$ cat config.mk
export PLATFORM = sky130hd
export DESIGN_NAME = fl_pd_ctrl
export DESIGN_NICKNAME = d
export VERILOG_FILES = /design/src/rtl/fl_pd_pkg.sv /design/src/rtl/fl_timeout_timer.sv /design/src/rtl/fl_gain_ctrl.sv /design/src/rtl/pd_edge_det.sv /design/src/rtl/pd_seq.sv /design/src/rtl/fl_pd_ctrl.sv
export SDC_FILE = /design/constraint.sdc
export NUM_CORES = 1
export LEC_CHECK = 0
export ABC_AREA = 1
export ABC_CLOCK_PERIOD_IN_PS = 3800
export CAP_MARGIN = 15
export CORE_MARGIN = 2
export CORE_UTILIZATION = 43
export DETAILED_ROUTE_END_ITERATION = 8
export GPL_TIMING_DRIVEN = 1
export PLACE_DENSITY_LB_ADDON = 0.2
export SYNTH_ARGS = -nofsm -noshare
export SYNTH_HDL_FRONTEND = slang
export SYNTH_SLANG_ARGS = --single-unit
$ cat constraint.sdc
create_clock -name clk -period 3.8 [get_ports clk]
set_clock_uncertainty 0.2 [all_clocks]
set_input_delay 0.76 -clock clk [delete_from_list [all_inputs] [get_ports clk]]
set_output_delay 0.76 -clock clk [all_outputs]
set_load 0.005 [all_outputs]
$ cat src/rtl/fl_pd_pkg.sv
package fl_pd_pkg;

  typedef enum logic [1:0] {
    PD_RUN   = 2'd0,
    PD_ARMED = 2'd1,
    PD_DOWN  = 2'd2
  } pd_state_t;

  // Longest timeout, in ticks, for a code of the given width
  function automatic int max_timeout(input int code_w, input int base, input int step);
    return base + step * ((1 << code_w) - 1);
  endfunction

endpackage

$ cat src/rtl/fl_timeout_timer.sv
module fl_timeout_timer #(
  parameter int TC_W = 4,
  parameter int BASE = 3,
  parameter int STEP = 4
) (
  input  logic            clk,
  input  logic            rst_n,
  input  logic            run,
  input  logic            restart,
  input  logic            tick,
  input  logic [TC_W-1:0] tmo_code,
  output logic            expire
);
  localparam int MAX_LEN = fl_pd_pkg::max_timeout(TC_W, BASE, STEP);
  localparam int CNT_W   = $clog2(MAX_LEN + 1);

  logic [CNT_W-1:0] cnt_q;
  logic [CNT_W-1:0] limit;
  logic             last;

  assign limit  = CNT_W'(BASE) + CNT_W'(STEP) * CNT_W'(tmo_code);
  assign last   = (cnt_q == (limit - CNT_W'(1)));
  assign expire = run && !restart && tick && last;

  always_ff @(posedge clk) begin
    if (!rst_n) begin
      cnt_q <= '0;
    end else if (!run || restart) begin
      cnt_q <= '0;
    end else if (tick) begin
      cnt_q <= last ? '0 : cnt_q + CNT_W'(1);
    end
  end

  // a stopped timer never reports expiry on the following cycle
  p_idle_no_expire_r5: assert property (@(posedge clk) disable iff (!rst_n)
    (!run && !restart) |=> (cnt_q == '0));

endmodule

$ cat src/rtl/fl_gain_ctrl.sv
module fl_gain_ctrl #(
  parameter int CODE_W = 3
) (
  input  logic              clk,
  input  logic              rst_n,
  input  logic              gain_wr,
  input  logic              gain_wdata,
  input  logic              expire,
  input  logic [CODE_W-1:0] icp_slow,
  input  logic [CODE_W-1:0] icp_fast,
  output logic              gain_q,
  output logic [CODE_W-1:0] icp_sel
);

  always_ff @(posedge clk) begin
    if (!rst_n) begin
      gain_q <= 1'b0;
    end else if (gain_wr) begin
      gain_q <= gain_wdata;
    end else if (expire) begin
      gain_q <= 1'b0;
    end
  end

  assign icp_sel = gain_q ? icp_fast : icp_slow;

  p_write_lands_r2: assert property (@(posedge clk) disable iff (!rst_n)
    gain_wr |=> (gain_q == $past(gain_wdata)));

  p_expiry_clears_r4: assert property (@(posedge clk) disable iff (!rst_n)
    (expire && !gain_wr) |=> !gain_q);

endmodule

$ cat src/rtl/pd_edge_det.sv
module pd_edge_det #(
  parameter int NDIV = 2
) (
  input  logic            clk,
  input  logic            rst_n,
  input  logic [NDIV-1:0] sig_in,
  output logic [NDIV-1:0] rise
);

  for (genvar i = 0; i < NDIV; i++) begin : g_edge
    logic prev_q;
    always_ff @(posedge clk) begin
      if (!rst_n) prev_q <= 1'b0;
      else        prev_q <= sig_in[i];
    end
    assign rise[i] = sig_in[i] & ~prev_q;
  end

endmodule

$ cat src/rtl/pd_seq.sv
module pd_seq
  import fl_pd_pkg::*;
#(
  parameter int NDIV = 2
) (
  input  logic            clk,
  input  logic            rst_n,
  input  logic            chip_en,
  input  logic            pd_arm,
  input  logic            pd_defer,
  input  logic            div_reset,
  input  logic            cp_float,
  input  logic [NDIV-1:0] div_rise,
  output logic            pwr_down,
  output logic            cp_hiz,
  output logic [NDIV-1:0] div_hold
);
  pd_state_t state_q, state_d;
  logic      imm_req, defer_req, down_next;

  assign imm_req   = !chip_en || (pd_arm && !pd_defer);
  assign defer_req = chip_en && pd_arm && pd_defer;

  always_comb begin
    state_d = state_q;
    unique case (state_q)
      PD_RUN: begin
        if (imm_req)        state_d = PD_DOWN;
        else if (defer_req) state_d = PD_ARMED;
      end
      PD_ARMED: begin
        if (imm_req)         state_d = PD_DOWN;
        else if (!defer_req) state_d = PD_RUN;
        else if (|div_rise)  state_d = PD_DOWN;
      end
      PD_DOWN: begin
        if (!imm_req && !defer_req) state_d = PD_RUN;
      end
      default: state_d = PD_RUN;
    endcase
  end

  assign down_next = (state_d == PD_DOWN);

  always_ff @(posedge clk) begin
    if (!rst_n) begin
      state_q <= PD_RUN;
      cp_hiz  <= 1'b0;
    end else begin
      state_q <= state_d;
      cp_hiz  <= down_next || div_reset || cp_float;
    end
  end

  // One hold register per divider, all loaded from the same term
  for (genvar i = 0; i < NDIV; i++) begin : g_hold
    always_ff @(posedge clk) begin
      if (!rst_n) div_hold[i] <= 1'b0;
      else        div_hold[i] <= down_next || div_reset;
    end
  end

  assign pwr_down = (state_q == PD_DOWN);

  p_ce_low_down_r6: assert property (@(posedge clk) disable iff (!rst_n)
    !chip_en |=> pwr_down);

  p_async_pd_r7: assert property (@(posedge clk) disable iff (!rst_n)
    (chip_en && pd_arm && !pd_defer) |=> pwr_down);

  p_defer_waits_r8: assert property (@(posedge clk) disable iff (!rst_n)
    (state_q == PD_RUN && chip_en && pd_arm && pd_defer) |=> !pwr_down);

  p_down_floats_r9: assert property (@(posedge clk) disable iff (!rst_n)
    pwr_down |-> (cp_hiz && (&div_hold)));

  p_reset_no_pd_r10: assert property (@(posedge clk) disable iff (!rst_n)
    (state_q == PD_RUN && chip_en && !pd_arm) |=> !pwr_down);

  p_hold_aligned_r12: assert property (@(posedge clk) disable iff (!rst_n)
    ((&div_hold) || !(|div_hold)));

endmodule

$ cat src/rtl/fl_pd_ctrl.sv
module fl_pd_ctrl #(
  parameter int CODE_W = 3,
  parameter int TC_W   = 4,
  parameter int NDIV   = 2,
  parameter int BASE   = 3,
  parameter int STEP   = 4
) (
  input  logic              clk,
  input  logic              rst_n,
  input  logic              fl_enable,
  input  logic              fl_timed,
  input  logic              gain_wr,
  input  logic              gain_wdata,
  input  logic [TC_W-1:0]   tmo_code,
  input  logic [CODE_W-1:0] icp_slow,
  input  logic [CODE_W-1:0] icp_fast,
  input  logic              chip_en,
  input  logic              pd_arm,
  input  logic              pd_defer,
  input  logic              div_reset,
  input  logic              cp_float,
  input  logic              pfd_tick,
  input  logic [NDIV-1:0]   div_out,
  output logic [CODE_W-1:0] icp_sel,
  output logic              cp_hiz,
  output logic              pwr_down,
  output logic [NDIV-1:0]   div_hold
);
  logic            gain_q;
  logic            expire;
  logic            tmr_run;
  logic            tmr_restart;
  logic [NDIV-1:0] div_rise;

  assign tmr_run     = fl_enable && fl_timed && gain_q && !pwr_down;
  assign tmr_restart = gain_wr && gain_wdata;

  fl_timeout_timer #(.TC_W(TC_W), .BASE(BASE), .STEP(STEP)) u_tmr (
    .clk      (clk),
    .rst_n    (rst_n),
    .run      (tmr_run),
    .restart  (tmr_restart),
    .tick     (pfd_tick),
    .tmo_code (tmo_code),
    .expire   (expire)
  );

  fl_gain_ctrl #(.CODE_W(CODE_W)) u_gain (
    .clk        (clk),
    .rst_n      (rst_n),
    .gain_wr    (gain_wr),
    .gain_wdata (gain_wdata),
    .expire     (expire),
    .icp_slow   (icp_slow),
    .icp_fast   (icp_fast),
    .gain_q     (gain_q),
    .icp_sel    (icp_sel)
  );

  pd_edge_det #(.NDIV(NDIV)) u_edge (
    .clk    (clk),
    .rst_n  (rst_n),
    .sig_in (div_out),
    .rise   (div_rise)
  );

  pd_seq #(.NDIV(NDIV)) u_seq (
    .clk       (clk),
    .rst_n     (rst_n),
    .chip_en   (chip_en),
    .pd_arm    (pd_arm),
    .pd_defer  (pd_defer),
    .div_reset (div_reset),
    .cp_float  (cp_float),
    .div_rise  (div_rise),
    .pwr_down  (pwr_down),
    .cp_hiz    (cp_hiz),
    .div_hold  (div_hold)
  );

  // no timeout can complete while powered down
  p_no_expire_in_down_r9: assert property (@(posedge clk) disable iff (!rst_n)
    pwr_down |-> !expire);

  // software-exit mode never produces a timer expiry
  p_soft_mode_no_expire_r3: assert property (@(posedge clk) disable iff (!rst_n)
    (fl_enable && !fl_timed) |-> !expire);

endmodule

==> results.ini <==
[clock_tree]
clockRootBuffer = clkbuf_4
cts_tree = done
htreeDepth = 1
clkSlewWorstSetupHoldPaths_ps = 80
clockBufferDepth = 2
ctsHoldBuffers = 0
numCtsBuffers = 3
numClockSinks = 13
cts_resized = 0
cts_setup_buffers = 0
insertion_delay_ps = 270

[placement]
place.port_buffers = 30
place_hpwl_um = 1280
place_congestion = 0.746

[global_route]
grt_pass1_vias = 640
grt_pass1_wl_um = 2630
grt_max_degree = 9
grt_use_total = 0.181
grt_antenna_before_repair = 0
grt_overflow = 0

[critical_path]
criticalPathCategory = input pin to output pin
arrival_ps = 1840
worstPathMaxFanout = 1
required_ps = 2840
start_kind = input pin
cp-end-kind = output pin

[timing]
fin_crit_ps = 2800
fin_crit_sh = 0.736
fin_tns_setup_ps = 0
tightestPinTransition_ps = 243
rsz0062_at_grt = no
finalSetupViolCount = 0
slew_violations = 0
finalHoldViolCount = 0
max_clock_freq_mhz = 358
slew_headroom = 0.836

[layout]
diodes = 0
areaGrowthSynthToFinish_pct = 47.7
final_nets = 168
drive_gt1_frac = 0.0638
fillers = 144

[power_and_ir_drop]
switchingPower_w = 0.0000717
p_total_w = 0.000291
seq_power_share = 0.494
p_comb_frac = 0.210
power.density_nw_per_um2 = 276
switching_share = 0.246
p_int_w = 0.000219
leakage_nw = 0.487
max-vdd-ir-drop_mv = 0.193
clkPwrFrac = 0.297

[floorplan]
die_height_um = 44.7
initial_core_util = 0.468
design.portCount = 31
core.rowCount = 14
die_w_um = 44.7
design.core.area_um2 = 1520
die_area_um2 = 2000

[route]
vias_per_cell = 4.62
route.detailed.drc = 0
totalWireLength_um = 1520
vias = 725
route.detailed.wl_per_inst_um = 9.68
dr.pass1.iters = 5
drt_first_iter_violations = 8
drtAntennaViolNets = 0

[synthesis]
synthCells = 108
ys_ff_latch = 13
synth-simple-area-share = 0.370
ys_types = 20
yosysSeqAreaShare = 0.365
yosys_warnings = 0
synthXorXnorAreaFrac = 0.0614
synth_nets = 134
netlist_area_um2 = 713
synth-compound-area-share = 0.0632
synth_top_family_by_area = simple AND/OR/NAND/NOR gates
muxShareOfSynthArea = 0
syn_avg_cell_area_um2 = 6.60
yosys.area_share.adder = 0.0351

[worst_hold_path]
hold_path.class = flip-flop to flip-flop

[outcome]
status = complete, no violations

[flow_run]
drv_cap = 0

[cell families after synthesis]
logic type               count (synthesis)
AND/OR/NAND/NOR                         61
buffers and inverters                   19
flip-flops                              13
AO/OA/AOI/OAI                            8
XOR/XNOR                                 5
adder cells (fa/ha/maj)                  2
[critical path, stage by stage]
cell and delay [ps]:
clkdlybuf4s50_1 460, nand2_1 50, nand2_1 70, clkdlybuf4s50_1 500
[placed cells by master (no fill, tap or decap), types with 2 or more instances in the layout]
cell	count
nand2_1	35
clkdlybuf4s50_1	30
inv_1	17
nor2_1	13
dfxtp_1	13
nand3_1	6
xor2_1	4
o21ai_0	3
clkbuf_4	3
a21oi_1	2
nand4_1	2
o22ai_1	2
ha_1	2
[synthesized netlist by cell type]
| master | instances | area, um^2 |
|---|---|---|
| nor3_2 | 1 | 10.0 |
| nor2_2 | 1 | 6.26 |
| nand2_1 | 35 | 131 |
| and3_1 | 1 | 6.26 |
| inv_2 | 1 | 3.75 |
| nand2_2 | 1 | 6.26 |
| inv_1 | 17 | 63.8 |
| a21oi_1 | 2 | 10.0 |
| nor3b_2 | 1 | 12.5 |
| o22ai_1 | 2 | 12.5 |
| o21bai_1 | 1 | 7.51 |
| xnor2_1 | 1 | 8.76 |
| nand4_1 | 2 | 12.5 |
| nand3_1 | 6 | 30.0 |
| xor2_1 | 4 | 35.0 |
| nor2_1 | 13 | 48.8 |
| o21ai_0 | 3 | 15.0 |
| ha_1 | 2 | 25.0 |
| buf_4 | 1 | 7.51 |
| dfxtp_1 | 13 | 260 |
[layer usage]
metal  vias up  part of all wire  GRT usage
met1       312              0.42      0.210
met5         -                 0          0
li1        396                 -          -
met4         0             0.013      0.109
met2        15              0.53      0.310
met3         2             0.037     0.0280
[metrics by stage]
stage	hold WS, ps	area, um^2	std cells	setup slack (ps)	util
finish	365	1050	157	1000	0.691
global route	412	1050	157	962	0.691
CTS	371	1050	157	1000	0.691
detailed placement	346	1030	153	1010	0.673
global placement	322	1030	153	1010	0.673
floorplan	301	713	108	1980	-
[flip-flops by register name, indices dropped and copies added, names as in the netlist]
register	flops
u_gain.gain_q	1
u_edge.g_edge.prev_q	2
u_seq.div_hold	1
u_seq.cp_hiz	1
u_seq.state_q	2
u_tmr.cnt_q	6
[area by class of cell]
| class | count | area, um^2 | area share |
|---|---|---|---|
| Tap cell | 16 | 20.0 | 0.0190 |
| Inverter | 18 | 67.6 | 0.0641 |
| Sequential cell | 13 | 260 | 0.247 |
| Clock buffer | 3 | 22.5 | 0.0214 |
| Timing Repair Buffer | 30 | 300 | 0.285 |
| Multi-Input combinational cell | 76 | 378 | 0.359 |
| Clock inverter | 1 | 5.00 | 0.00475 |
[path summary, 6_finish.rpt]
check | from | end | slack [ps] | cells past startpoint
worst max-delay path | icp_fast[2] | icp_sel[2] | 1000 | 4
worst max register to register | u_tmr.cnt_q[1] | u_tmr.cnt_q[5] | 2300 | 8
worst min-delay path | u_tmr.cnt_q[5] | u_tmr.cnt_q[5] | 370 | 2
worst min register to register | u_tmr.cnt_q[5] | u_tmr.cnt_q[5] | 370 | 2
[power groups by stage]
| stage | Clock, W | Sequential (W) | Combinational [W] |
|---|---|---|---|
| finish | 0.0000863 | 0.000144 | 0.0000610 |
| global placement | 0 | 0.000147 | 0.0000596 |
| global route | 0.0000991 | 0.000144 | 0.0000673 |
| floorplan | 0 | 0.000147 | 0.0000203 |
| detailed placement | 0 | 0.000147 | 0.0000612 |
| CTS | 0.0000886 | 0.000144 | 0.0000614 |
Note: power is estimated with default switching activity, not from simulation.
